===== config.mk =====
export PLATFORM = sky130hd
export DESIGN_NAME = sw_tlb
export DESIGN_NICKNAME = d
export VERILOG_FILES = /design/src/rtl/tlb_pkg.sv /design/src/rtl/tlb_cmp.sv /design/src/rtl/tlb_pick.sv /design/src/rtl/sw_tlb.sv
export SDC_FILE = /design/constraint.sdc
export NUM_CORES = 2
export LEC_CHECK = 0
export BUFFER_PORTS_ARGS = -buffer_cell sky130_fd_sc_hd__buf_2
export CORE_ASPECT_RATIO = 0.9
export CORE_MARGIN = 4
export CORE_UTILIZATION = 28
export CTS_CLUSTER_DIAMETER = 150
export DETAILED_ROUTE_END_ITERATION = 16
export SLEW_MARGIN = 5
export SYNTH_ARGS = -nofsm -noshare
export SYNTH_HDL_FRONTEND = slang
export SYNTH_HIERARCHICAL = 1
export SYNTH_SLANG_ARGS = --single-unit

===== constraint.sdc =====
create_clock -name clk -period 8.5 [get_ports clk]
set_input_delay 1.275 -clock clk [delete_from_list [all_inputs] [get_ports clk]]
set_output_delay 1.275 -clock clk [all_outputs]
set_load 0.05 [all_outputs]

===== src/rtl/tlb_pkg.sv =====
package tlb_pkg;
   localparam int OFF_MIN  = 10;               // smallest page offset (1 KB)
   localparam int SIZE_MAX = 9;                // largest size code (256 MB)
   localparam int OFF_TOP  = OFF_MIN + 2*SIZE_MAX;

   typedef enum logic [2:0] {
      EXC_NONE   = 3'd0,
      EXC_MOD    = 3'd1,
      EXC_INV_LD = 3'd2,
      EXC_INV_ST = 3'd3,
      EXC_RFL_LD = 3'd4,
      EXC_RFL_ST = 3'd5
   } exc_e;

   function automatic logic [3:0] size_clamp(input logic [3:0] s);
      return (s > 4'(SIZE_MAX)) ? 4'(SIZE_MAX) : s;
   endfunction
endpackage


===== src/rtl/tlb_cmp.sv =====
module tlb_cmp
   import tlb_pkg::*;
#(
   parameter int ASID_W = 8,
   parameter int VPN2_W = 21
) (
   input  logic [VPN2_W-1:0] e_vpn2,
   input  logic [3:0]        e_size,
   input  logic [ASID_W-1:0] e_asid,
   input  logic              e_g,
   input  logic [VPN2_W-1:0] vtag,
   input  logic [ASID_W-1:0] asid,
   output logic              hit
);
   logic [3:0]        s_eff;
   logic [VPN2_W-1:0] cmp_mask;

   always_comb begin
      s_eff    = size_clamp(e_size);
      // tag bits covered by the page (and its pair bit) are not compared
      cmp_mask = {VPN2_W{1'b1}} << {s_eff, 1'b0};
      hit      = (((vtag ^ e_vpn2) & cmp_mask) == '0) && (e_g || (e_asid == asid));
   end
endmodule


===== src/rtl/tlb_pick.sv =====
module tlb_pick #(
   parameter int N     = 16,
   parameter int IDX_W = 4
) (
   input  logic [N-1:0]     hits,
   output logic             any,
   output logic             multi,
   output logic [IDX_W-1:0] idx
);
   always_comb begin
      idx = '0;
      for (int i = N - 1; i >= 0; i--) begin
         if (hits[i]) idx = IDX_W'(i);
      end
      any   = |hits;
      multi = (hits & (hits - N'(1))) != '0;
   end
endmodule


===== src/rtl/sw_tlb.sv =====
module sw_tlb
   import tlb_pkg::*;
#(
   parameter int N      = 16,
   parameter int VA_W   = 32,
   parameter int PA_W   = 32,
   parameter int ASID_W = 8,
   parameter int IDX_W  = (N > 1) ? $clog2(N) : 1,
   parameter int VPN2_W = VA_W - OFF_MIN - 1,
   parameter int PFN_W  = PA_W - OFF_MIN
) (
   input  logic              clk,
   input  logic              rst_n,
   input  logic              lk_req,
   input  logic [VA_W-1:0]   lk_va,
   input  logic [ASID_W-1:0] lk_asid,
   input  logic              lk_st,
   output logic              lk_done,
   output logic [PA_W-1:0]   lk_pa,
   output logic [2:0]        lk_exc,
   input  logic              wr_en,
   input  logic [IDX_W-1:0]  wr_idx,
   input  logic [VPN2_W-1:0] wr_vpn2,
   input  logic [3:0]        wr_size,
   input  logic [ASID_W-1:0] wr_asid,
   input  logic              wr_g,
   input  logic [PFN_W-1:0]  wr_pfn0,
   input  logic              wr_v0,
   input  logic              wr_d0,
   input  logic [PFN_W-1:0]  wr_pfn1,
   input  logic              wr_v1,
   input  logic              wr_d1,
   input  logic [IDX_W-1:0]  rd_idx,
   output logic [VPN2_W-1:0] rd_vpn2,
   output logic [3:0]        rd_size,
   output logic [ASID_W-1:0] rd_asid,
   output logic              rd_g,
   output logic [PFN_W-1:0]  rd_pfn0,
   output logic              rd_v0,
   output logic              rd_d0,
   output logic [PFN_W-1:0]  rd_pfn1,
   output logic              rd_v1,
   output logic              rd_d1,
   input  logic              pr_req,
   input  logic [VPN2_W-1:0] pr_vpn2,
   input  logic [ASID_W-1:0] pr_asid,
   output logic              pr_done,
   output logic              pr_found,
   output logic [IDX_W-1:0]  pr_idx,
   output logic              mm_err
);
   // elaboration-time parameter checks
   if (N < 1 || N > 64) begin : g_bad_n
      $error("sw_tlb: N must lie in 1..64");
   end
   if (VA_W < OFF_TOP + 1) begin : g_bad_va
      $error("sw_tlb: VA_W too small for the largest page pair");
   end
   if (PA_W < OFF_TOP || PA_W <= OFF_MIN) begin : g_bad_pa
      $error("sw_tlb: PA_W too small for the largest page");
   end
   if (ASID_W < 1) begin : g_bad_asid
      $error("sw_tlb: ASID_W must be positive");
   end

   // entry storage
   logic [VPN2_W-1:0] t_vpn2 [N];
   logic [3:0]        t_size [N];
   logic [ASID_W-1:0] t_asid [N];
   logic              t_g    [N];
   logic [PFN_W-1:0]  t_pfn0 [N];
   logic              t_v0   [N];
   logic              t_d0   [N];
   logic [PFN_W-1:0]  t_pfn1 [N];
   logic              t_v1   [N];
   logic              t_d1   [N];

   logic wr_ok;
   assign wr_ok = wr_en && (int'(wr_idx) < N);

   always_ff @(posedge clk or negedge rst_n) begin
      if (!rst_n) begin
         for (int i = 0; i < N; i++) begin
            t_vpn2[i] <= '0; t_size[i] <= '0; t_asid[i] <= '0; t_g[i] <= 1'b0;
            t_pfn0[i] <= '0; t_v0[i]   <= 1'b0; t_d0[i] <= 1'b0;
            t_pfn1[i] <= '0; t_v1[i]   <= 1'b0; t_d1[i] <= 1'b0;
         end
      end else if (wr_ok) begin
         t_vpn2[wr_idx] <= wr_vpn2; t_size[wr_idx] <= wr_size;
         t_asid[wr_idx] <= wr_asid; t_g[wr_idx]    <= wr_g;
         t_pfn0[wr_idx] <= wr_pfn0; t_v0[wr_idx]   <= wr_v0; t_d0[wr_idx] <= wr_d0;
         t_pfn1[wr_idx] <= wr_pfn1; t_v1[wr_idx]   <= wr_v1; t_d1[wr_idx] <= wr_d1;
      end
   end

   // indexed read, combinational
   logic rd_ok;
   assign rd_ok = int'(rd_idx) < N;

   always_comb begin
      rd_vpn2 = '0; rd_size = '0; rd_asid = '0; rd_g = 1'b0;
      rd_pfn0 = '0; rd_v0 = 1'b0; rd_d0 = 1'b0;
      rd_pfn1 = '0; rd_v1 = 1'b0; rd_d1 = 1'b0;
      if (rd_ok) begin
         rd_vpn2 = t_vpn2[rd_idx]; rd_size = t_size[rd_idx];
         rd_asid = t_asid[rd_idx]; rd_g    = t_g[rd_idx];
         rd_pfn0 = t_pfn0[rd_idx]; rd_v0   = t_v0[rd_idx]; rd_d0 = t_d0[rd_idx];
         rd_pfn1 = t_pfn1[rd_idx]; rd_v1   = t_v1[rd_idx]; rd_d1 = t_d1[rd_idx];
      end
   end

   // per-entry comparators: one bank for lookups, one for probes
   logic [N-1:0] lk_hits, pr_hits;

   for (genvar i = 0; i < N; i++) begin : g_ent
      tlb_cmp #(.ASID_W(ASID_W), .VPN2_W(VPN2_W)) u_lk (
         .e_vpn2(t_vpn2[i]), .e_size(t_size[i]), .e_asid(t_asid[i]), .e_g(t_g[i]),
         .vtag(lk_va[VA_W-1:OFF_MIN+1]), .asid(lk_asid), .hit(lk_hits[i])
      );
      tlb_cmp #(.ASID_W(ASID_W), .VPN2_W(VPN2_W)) u_pr (
         .e_vpn2(t_vpn2[i]), .e_size(t_size[i]), .e_asid(t_asid[i]), .e_g(t_g[i]),
         .vtag(pr_vpn2), .asid(pr_asid), .hit(pr_hits[i])
      );
   end

   logic             lk_any, lk_multi, pr_any, pr_multi;
   logic [IDX_W-1:0] lk_sel, pr_sel;

   tlb_pick #(.N(N), .IDX_W(IDX_W)) u_pick_lk (
      .hits(lk_hits), .any(lk_any), .multi(lk_multi), .idx(lk_sel)
   );
   tlb_pick #(.N(N), .IDX_W(IDX_W)) u_pick_pr (
      .hits(pr_hits), .any(pr_any), .multi(pr_multi), .idx(pr_sel)
   );

   // translation of the selected entry
   logic [3:0]      s_eff;
   logic [4:0]      off;
   logic            odd, h_v, h_d;
   logic [PFN_W-1:0] h_pfn;
   logic [PA_W-1:0] base, om, va_low, pa_n;
   exc_e            exc_n;

   always_comb begin
      s_eff  = size_clamp(t_size[lk_sel]);
      off    = 5'(OFF_MIN) + {s_eff, 1'b0};
      odd    = lk_va[off];
      h_pfn  = odd ? t_pfn1[lk_sel] : t_pfn0[lk_sel];
      h_v    = odd ? t_v1[lk_sel]   : t_v0[lk_sel];
      h_d    = odd ? t_d1[lk_sel]   : t_d0[lk_sel];
      base   = {h_pfn, {OFF_MIN{1'b0}}};
      om     = (PA_W'(1) << off) - PA_W'(1);
      va_low = PA_W'(lk_va[OFF_TOP-1:0]);
      pa_n   = (base & ~om) | (va_low & om);
      if (!lk_any)            exc_n = lk_st ? EXC_RFL_ST : EXC_RFL_LD;
      else if (!h_v)          exc_n = lk_st ? EXC_INV_ST : EXC_INV_LD;
      else if (lk_st && !h_d) exc_n = EXC_MOD;
      else                    exc_n = EXC_NONE;
   end

   always_ff @(posedge clk or negedge rst_n) begin
      if (!rst_n) begin
         lk_done <= 1'b0;
         lk_pa   <= '0;
         lk_exc  <= EXC_NONE;
      end else begin
         lk_done <= lk_req;
         if (lk_req) begin
            lk_exc <= exc_n;
            lk_pa  <= (exc_n == EXC_NONE) ? pa_n : '0;
         end
      end
   end

   always_ff @(posedge clk or negedge rst_n) begin
      if (!rst_n) begin
         pr_done  <= 1'b0;
         pr_found <= 1'b0;
         pr_idx   <= '0;
         mm_err   <= 1'b0;
      end else begin
         pr_done <= pr_req;
         if (pr_req) begin
            pr_found <= pr_any;
            pr_idx   <= pr_sel;
            if (pr_multi) mm_err <= 1'b1;
         end
      end
   end

   // the multiple-match flag never clears outside reset
   assert_mm_sticky_R8: assert property (@(posedge clk) disable iff (!rst_n)
      mm_err |=> mm_err);
   // the flag only rises together with a probe answer
   assert_mm_on_probe_R8: assert property (@(posedge clk) disable iff (!rst_n)
      $rose(mm_err) |-> pr_done);
   // a modified exception only ever answers a store
   assert_mod_is_store_R6: assert property (@(posedge clk) disable iff (!rst_n)
      (lk_done && lk_exc == EXC_MOD) |-> $past(lk_st));
   // load-type codes only ever answer loads
   assert_load_codes_R7: assert property (@(posedge clk) disable iff (!rst_n)
      (lk_done && (lk_exc == EXC_INV_LD || lk_exc == EXC_RFL_LD)) |-> !$past(lk_st));
   // store-type refill only ever answers stores
   assert_refill_store_R5: assert property (@(posedge clk) disable iff (!rst_n)
      (lk_done && lk_exc == EXC_RFL_ST) |-> $past(lk_st));
   // the smallest page offset always passes through on a hit
   assert_offset_pass_R2: assert property (@(posedge clk) disable iff (!rst_n)
      (lk_done && lk_exc == EXC_NONE) |-> (lk_pa[OFF_MIN-1:0] == $past(lk_va[OFF_MIN-1:0])));
endmodule


* Word-level counts from Yosys, hierarchy flattened
Cells that the tools add are included.
** Word-level totals
- Bits in registers :: 1355
- Bits of input ports :: 165
- Output and inout port bits :: 125
- Word-level logic and storage cells :: 548
** Cells by class
- $add $sub $neg :: 3
- Magnitude comparators :: 22
- Equality and inequality tests :: 32
- Shifts and indexed selects :: 17
- Muxes and demuxes :: 131
- Bitwise operators :: 72
- Reduce and logical (&&, ||, !) cells :: 104
** Operators with widths (count)
- 352-bit bitwise mux :: 2
- 21-bit bitwise AND :: 32
- 21-bit logical NOT :: 32
- 21-bit XOR :: 32
- 22-bit binary-select mux with 4-bit select :: 4
- 336-bit bitwise mux :: 1
- 21-bit by 5-bit << shifter with 21-bit output (first input constant) :: 16
- 8-bit == test :: 32
- 22-bit 2-to-1 mux :: 10
- 4-bit 2-to-1 mux :: 54
- 128-bit bitwise mux :: 1
- 22-bit demux with 4-bit select :: 1
- 21-bit binary-select mux with 4-bit select :: 1
- 21-bit demux with 4-bit select :: 1
- 16-bit bitwise mux :: 5
- 4-bit greater-than comparator (second input constant) :: 17
- 64-bit bitwise mux :: 1
- 21-bit 2-to-1 mux :: 3
- 1-bit binary-select mux with 4-bit select :: 9
- 1-bit logical AND :: 34
- 28-bit by 32-bit bitwise AND with 32-bit output :: 1
- 32-bit bitwise AND :: 1
- 4-bit binary-select mux with 4-bit select :: 2
- 8-bit binary-select mux with 4-bit select :: 1
- other kinds (26) :: 88

* Logic depth before layout (Yosys ltp)
- Word-level depth :: 39
- Depth in mapped cells :: 33

* Hierarchy
The synthesis kept the hierarchy.
** Modules (own cells, without submodules)
- sw_tlb :: times used 1, cells each 4075, area an instance 67514.8 µm²
- tlb_cmp :: times used 32, cells each 51, area an instance 395.4 µm²
- tlb_pick :: times used 2, cells each 53, area an instance 322.8 µm²

* Worst setup path after synthesis
No wires, ideal clock.
- Kind :: input to register
- Start point :: input port lk_asid[7]
- End point :: register lk_pa[11]
- Data arrival time :: 6979 ps
- Slack :: 1391 ps
- Cell stages on the path :: 29
- Cells stage by stage :: xor2_1 -> nor4_1 -> a21oi_1 -> nor4_2 -> inv_1 -> a21oi_1 -> o21bai_1 -> a2111oi_0 -> o22ai_1 -> buf_6 -> buf_6 -> mux4_2 -> a22o_1 -> nor2_4 -> a21oi_1 -> nand2b_1 -> ha_1 -> clkbuf_1 -> nor3_2 -> nor2_1 -> clkbuf_1 -> nor2_1 -> nand2_1 -> ha_1 -> clkbuf_1 -> o21ai_0 -> or4b_2 -> o41ai_1 -> o41ai_2
** On the way
- Elaborated cells on any way between the ends :: 108
- Classes of those cells :: add/sub: 2; order compare: 1; eq/ne: 16; shift: 1; mux: 47; bitwise: 5; reduce/logical: 36
** RTL lines
- start: declaration :: RTL line sw_tlb.sv:16 : input logic [ASID_W-1:0] lk_asid,
- 8-bit == test (*) :: RTL line tlb_cmp.sv:22 : hit = (((vtag ^ e_vpn2) & cmp_mask) == '0) && (e_g || (e_asid == asid));
- 1-bit logical OR (*) :: RTL line tlb_cmp.sv:22
- 1-bit logical AND (*) :: RTL line tlb_cmp.sv:22
- net lk_hits[14] :: RTL line sw_tlb.sv:113 : logic [N-1:0] lk_hits, pr_hits;
- 4-bit 2-to-1 mux (*) (15 in series) :: RTL line tlb_pick.sv:13 : if (hits[i]) idx = IDX_W'(i);
- net lk_sel[0] :: RTL line sw_tlb.sv:127 : logic [IDX_W-1:0] lk_sel, pr_sel;
- 4-bit NOT with 5-bit output (not written as such) (*)
- 4-bit binary-select mux with 4-bit select :: RTL line sw_tlb.sv:145 : s_eff = size_clamp(t_size[lk_sel]);
- (+7 left out)
- 1-bit 2-to-1 mux :: RTL line sw_tlb.sv:150 : h_d = odd ? t_d1[lk_sel] : t_d0[lk_sel];
- 1-bit logical NOT :: RTL line sw_tlb.sv:157 : else if (lk_st && !h_d) exc_n = EXC_MOD;
- 1-bit logical AND :: RTL line sw_tlb.sv:157
- 1-bit 2-to-1 mux :: RTL line sw_tlb.sv:157
- 2-bit 2-to-1 mux :: RTL line sw_tlb.sv:156 : else if (!h_v) exc_n = lk_st ? EXC_INV_ST : EXC_INV_LD;
- 3-bit 2-to-1 mux :: RTL line sw_tlb.sv:155 : if (!lk_any) exc_n = lk_st ? EXC_RFL_ST : EXC_RFL_LD;
- 3-bit logical NOT :: RTL line sw_tlb.sv:170 : lk_pa <= (exc_n == EXC_NONE) ? pa_n : '0;
- 32-bit 2-to-1 mux (*) :: RTL line sw_tlb.sv:170
- end signal: assignment :: RTL line sw_tlb.sv:170
- end: declaration :: RTL line sw_tlb.sv:19 : output logic [PA_W-1:0] lk_pa,
Mark *: on every way through the listed nets, which the timed path passes. The rest lies on a longest branch. The select of a mux whose other input is x is not followed.
A chain may end at the register's enable or synchronous reset.

* Worst setup path in the final report
- Start point :: input port lk_va[11]
- End point :: register lk_pa[15]
** On the way
- Elaborated cells on any way between the ends :: 124
- Classes of those cells :: add/sub: 2; order compare: 1; shift: 1; mux: 47; bitwise: 37; reduce/logical: 36
** RTL lines
- start: declaration :: RTL line sw_tlb.sv:15 : input logic [VA_W-1:0] lk_va,
- 21-bit XOR (*) :: RTL line tlb_cmp.sv:22
- 21-bit bitwise AND (*) :: RTL line tlb_cmp.sv:22
- 21-bit logical NOT (*) :: RTL line tlb_cmp.sv:22
- 1-bit logical AND (*) :: RTL line tlb_cmp.sv:22
- net lk_hits[4] :: RTL line sw_tlb.sv:113
- 4-bit 2-to-1 mux (*) (5 in series) :: RTL line tlb_pick.sv:13
- net lk_sel[2] :: RTL line sw_tlb.sv:127
- 4-bit NOT with 5-bit output (not written as such) (*)
- (+8 left out)
- 1-bit 2-to-1 mux :: RTL line sw_tlb.sv:150
- 1-bit logical NOT :: RTL line sw_tlb.sv:157
- 1-bit logical AND :: RTL line sw_tlb.sv:157
- 1-bit 2-to-1 mux :: RTL line sw_tlb.sv:157
- 2-bit 2-to-1 mux :: RTL line sw_tlb.sv:156
- 3-bit 2-to-1 mux :: RTL line sw_tlb.sv:155
- 3-bit logical NOT :: RTL line sw_tlb.sv:170
- 32-bit 2-to-1 mux (*) :: RTL line sw_tlb.sv:170
Marks and branches as above.

==> impl_metrics.xml <==
<?xml version="1.0" encoding="UTF-8"?>
<metrics>
  <group name="status">
    <metric name="status" unit="">completed</metric>
  </group>
  <group name="finish">
    <metric name="fillCellCount" unit="">28000</metric>
    <metric name="syn2layout_area_growth" unit="%">14.0</metric>
    <metric name="most-common-layout-cells" unit="">sky130_fd_sc_hd__dfrtp_1 (1355), sky130_fd_sc_hd__mux2_2 (1321), sky130_fd_sc_hd__mux4_2 (664)</metric>
    <metric name="final_layout_size_suffix_gt1_share" unit="%">46.1</metric>
    <metric name="final_common_cell" unit="">sky130_fd_sc_hd__dfrtp_1</metric>
    <metric name="finalNetCount" unit="">6178</metric>
  </group>
  <group name="synth">
    <metric name="netlist_instances" unit="">5793</metric>
    <metric name="synthesized_area" unit="sq um">80700</metric>
    <metric name="synthesis.area_per_instance" unit="sq um">13.9</metric>
    <metric name="yosysWarningCount" unit="">6</metric>
    <metric name="synthesis.nets" unit="">5964</metric>
  </group>
  <group name="power">
    <metric name="power.static_leakage" unit="nW">36.3</metric>
    <metric name="power_density" unit="nW/um^2">279</metric>
    <metric name="max-vdd-ir-drop" unit="V">0.000208</metric>
    <metric name="totalPowerFinal" unit="mW">25.7</metric>
  </group>
  <group name="setup_path">
    <metric name="regToRegEndpoint" unit="">lk_pa[15]</metric>
    <metric name="crit_start" unit="">lk_va[11]</metric>
    <metric name="nature_of_the_critical_path_startpoint" unit="">input pin</metric>
    <metric name="crit_fanout" unit="">14</metric>
    <metric name="critical-path-slowest-cell" unit="">sky130_fd_sc_hd__o31ai_1</metric>
    <metric name="reg2reg_depth" unit="">25</metric>
    <metric name="r2r_slack" unit="ns">0.83</metric>
    <metric name="timing.critical_path.to_type" unit="">flop</metric>
    <metric name="cp-endpoint" unit="">lk_pa[15]</metric>
    <metric name="crit_type" unit="">input pin to flop</metric>
    <metric name="critical-path-max-stage-delay" unit="ns">0.69</metric>
    <metric name="worst_path_depth" unit="">26</metric>
    <metric name="worstPathBufferInverterCount" unit="">4</metric>
    <metric name="critPathTopFamily" unit="">compound AO/OA/AOI/OAI gates</metric>
    <metric name="critical_path_arrival" unit="ns">8.38</metric>
    <metric name="rr_startpoint" unit="">t_size[56]</metric>
    <metric name="worst_path_required_time" unit="ns">9.20</metric>
  </group>
  <group name="clock_network">
    <metric name="post_cts.repair.setup_buffers" unit="">0</metric>
    <metric name="cts.repair.resized" unit="">0</metric>
    <metric name="path_clk_slew" unit="ns">0.06</metric>
    <metric name="number_of_levels_in_the_clock_h_tree" unit="">4</metric>
    <metric name="clock_insertion_delay_worst_skew" unit="ns">0.83</metric>
    <metric name="cts_tree" unit="">built</metric>
    <metric name="tritoncts_num_sinks" unit="">1355</metric>
    <metric name="clk_root_buffer_cell" unit="">sky130_fd_sc_hd__clkbuf_16</metric>
    <metric name="numCtsBuffers" unit="">152</metric>
    <metric name="holdBufCountCts" unit="">0</metric>
    <metric name="ctsLongestPathBuffers" unit="">4</metric>
  </group>
  <group name="floorplanning">
    <metric name="die-height" unit="um">517</metric>
    <metric name="dieWidth" unit="um">574</metric>
    <metric name="core_area" unit="sq um">286000</metric>
    <metric name="floorplan.die_area" unit="sq um">297000</metric>
    <metric name="initial_utilization" unit="%">28.2</metric>
    <metric name="fp-row-count" unit="">186</metric>
    <metric name="num_io_pins" unit="">290</metric>
  </group>
  <group name="flow_run">
    <metric name="number_of_max_cap_violations" unit="">0</metric>
  </group>
  <group name="route">
    <metric name="vias" unit="">56300</metric>
    <metric name="route.final.wire_length" unit="mm">310</metric>
    <metric name="wire_per_inst" unit="um">31.3</metric>
    <metric name="routed_via_density" unit="">5.69</metric>
    <metric name="detail_route.drc_violations" unit="">0</metric>
    <metric name="drt_pass1_iterations" unit="">6</metric>
    <metric name="first_iter_violations" unit="">6359</metric>
    <metric name="drt.antenna.violating_nets" unit="">0</metric>
  </group>
  <group name="timing">
    <metric name="fin_setup_tns" unit="ns">0</metric>
    <metric name="fmax" unit="MHz">130</metric>
    <metric name="rsz0062_at_grt" unit="">false</metric>
    <metric name="hold-worst-slack" unit="ns">0.420</metric>
    <metric name="max_slew_margin" unit="%">18.8</metric>
    <metric name="final-hold-violation-count" unit="">0</metric>
    <metric name="timing.final.setup_violations" unit="">0</metric>
    <metric name="tightestPinTransition" unit="ns">1.22</metric>
    <metric name="clock_skew_after_layout" unit="ns">0.0616</metric>
    <metric name="post-route-min-period" unit="ns">7.68</metric>
    <metric name="timing.final.crit_share" unit="%">90.3</metric>
    <metric name="final-max-slew-violation-count" unit="">0</metric>
  </group>
  <group name="placed_design">
    <metric name="gpl.final_weighted_congestion" unit="">0.997</metric>
    <metric name="post-dp-hpwl" unit="mm">205</metric>
    <metric name="port-buffer-count" unit="">289</metric>
  </group>
  <group name="hold_path">
    <metric name="worstHoldPathType" unit="">input pin to async pin</metric>
  </group>
  <group name="grt">
    <metric name="grt_use_total" unit="%">20.3</metric>
    <metric name="grt_start_max_net_pins" unit="">179</metric>
    <metric name="grt_pass1_vias" unit="">56100</metric>
    <metric name="grt_first_pass_wirelength" unit="mm">440</metric>
    <metric name="grt.overflow.total" unit="">0</metric>
    <metric name="grt_antenna_before_repair" unit="">73</metric>
  </group>
</metrics>
-- metrics by stage --
stage	std cells	util, %	setup slack [ns]	cell area (sq um)
after floorplan	5793	-	1.49	80700
after global placement	9613	30.4	0.498	87000
after detailed placement	9613	30.4	0.371	87000
after CTS	9876	32.1	1.18	91900
after global routing	9878	32.1	0.591	92000
final	9892	32.2	0.821	92000
-- sequential cells by signal, summed over array words and instances (netlist names), 32 cells and up --
| register | cells |
|---|---|
| lk_pa | 32 |
| t_asid | 128 |
| t_pfn0 | 352 |
| t_pfn1 | 352 |
| t_size | 64 |
| t_vpn2 | 336 |
-- layer usage --
layer  share of wire, %  GRT usage (%)  vias to the layer above
li1                   -              -                    22500
met1                 41           27.2                    30200
met2                 44           30.7                     2913
met3                 10           6.25                      667
met4                4.5           7.65                       26
met5              0.058         0.0481                        -
-- area by class of cell --
| cell class | count | area (sq um) | share of cell area, % |
|---|---|---|---|
| multi-input cells | 4023 | 45300 | 49.3 |
| diodes | 16 | 40.0 | 0.0435 |
| clock inverters | 56 | 626 | 0.680 |
| well taps | 3760 | 4700 | 5.11 |
| flip-flops and latches | 1355 | 33900 | 36.9 |
| inverters | 21 | 78.8 | 0.0857 |
| clock buffers | 207 | 4280 | 4.65 |
| repair buffers | 454 | 3040 | 3.30 |
-- how the worst min path moves through the flow --
stage / end / depth (start not counted) / start / slack (ns)
floorplan: t_v1[13] / 1 / t_v1[13] / 0.49
global placement: mm_err / 1 / mm_err / 0.44
detailed placement: lk_pa[28] / 2 / lk_pa[28] / 0.47
CTS: t_pfn1[119] / 1 / rst_n / 0.47
global route: t_pfn1[119] / 1 / rst_n / 0.45
finish: t_pfn1[119] / 1 / rst_n / 0.42
-- report_power, final --
| part | internal [mW] | switching [mW] |
|---|---|---|
| Clock | 3.89 | 2.85 |
| Combinational | 4.28 | 4.74 |
| Sequential | 7.92 | 1.97 |
(Power assumes the default switching activity.)
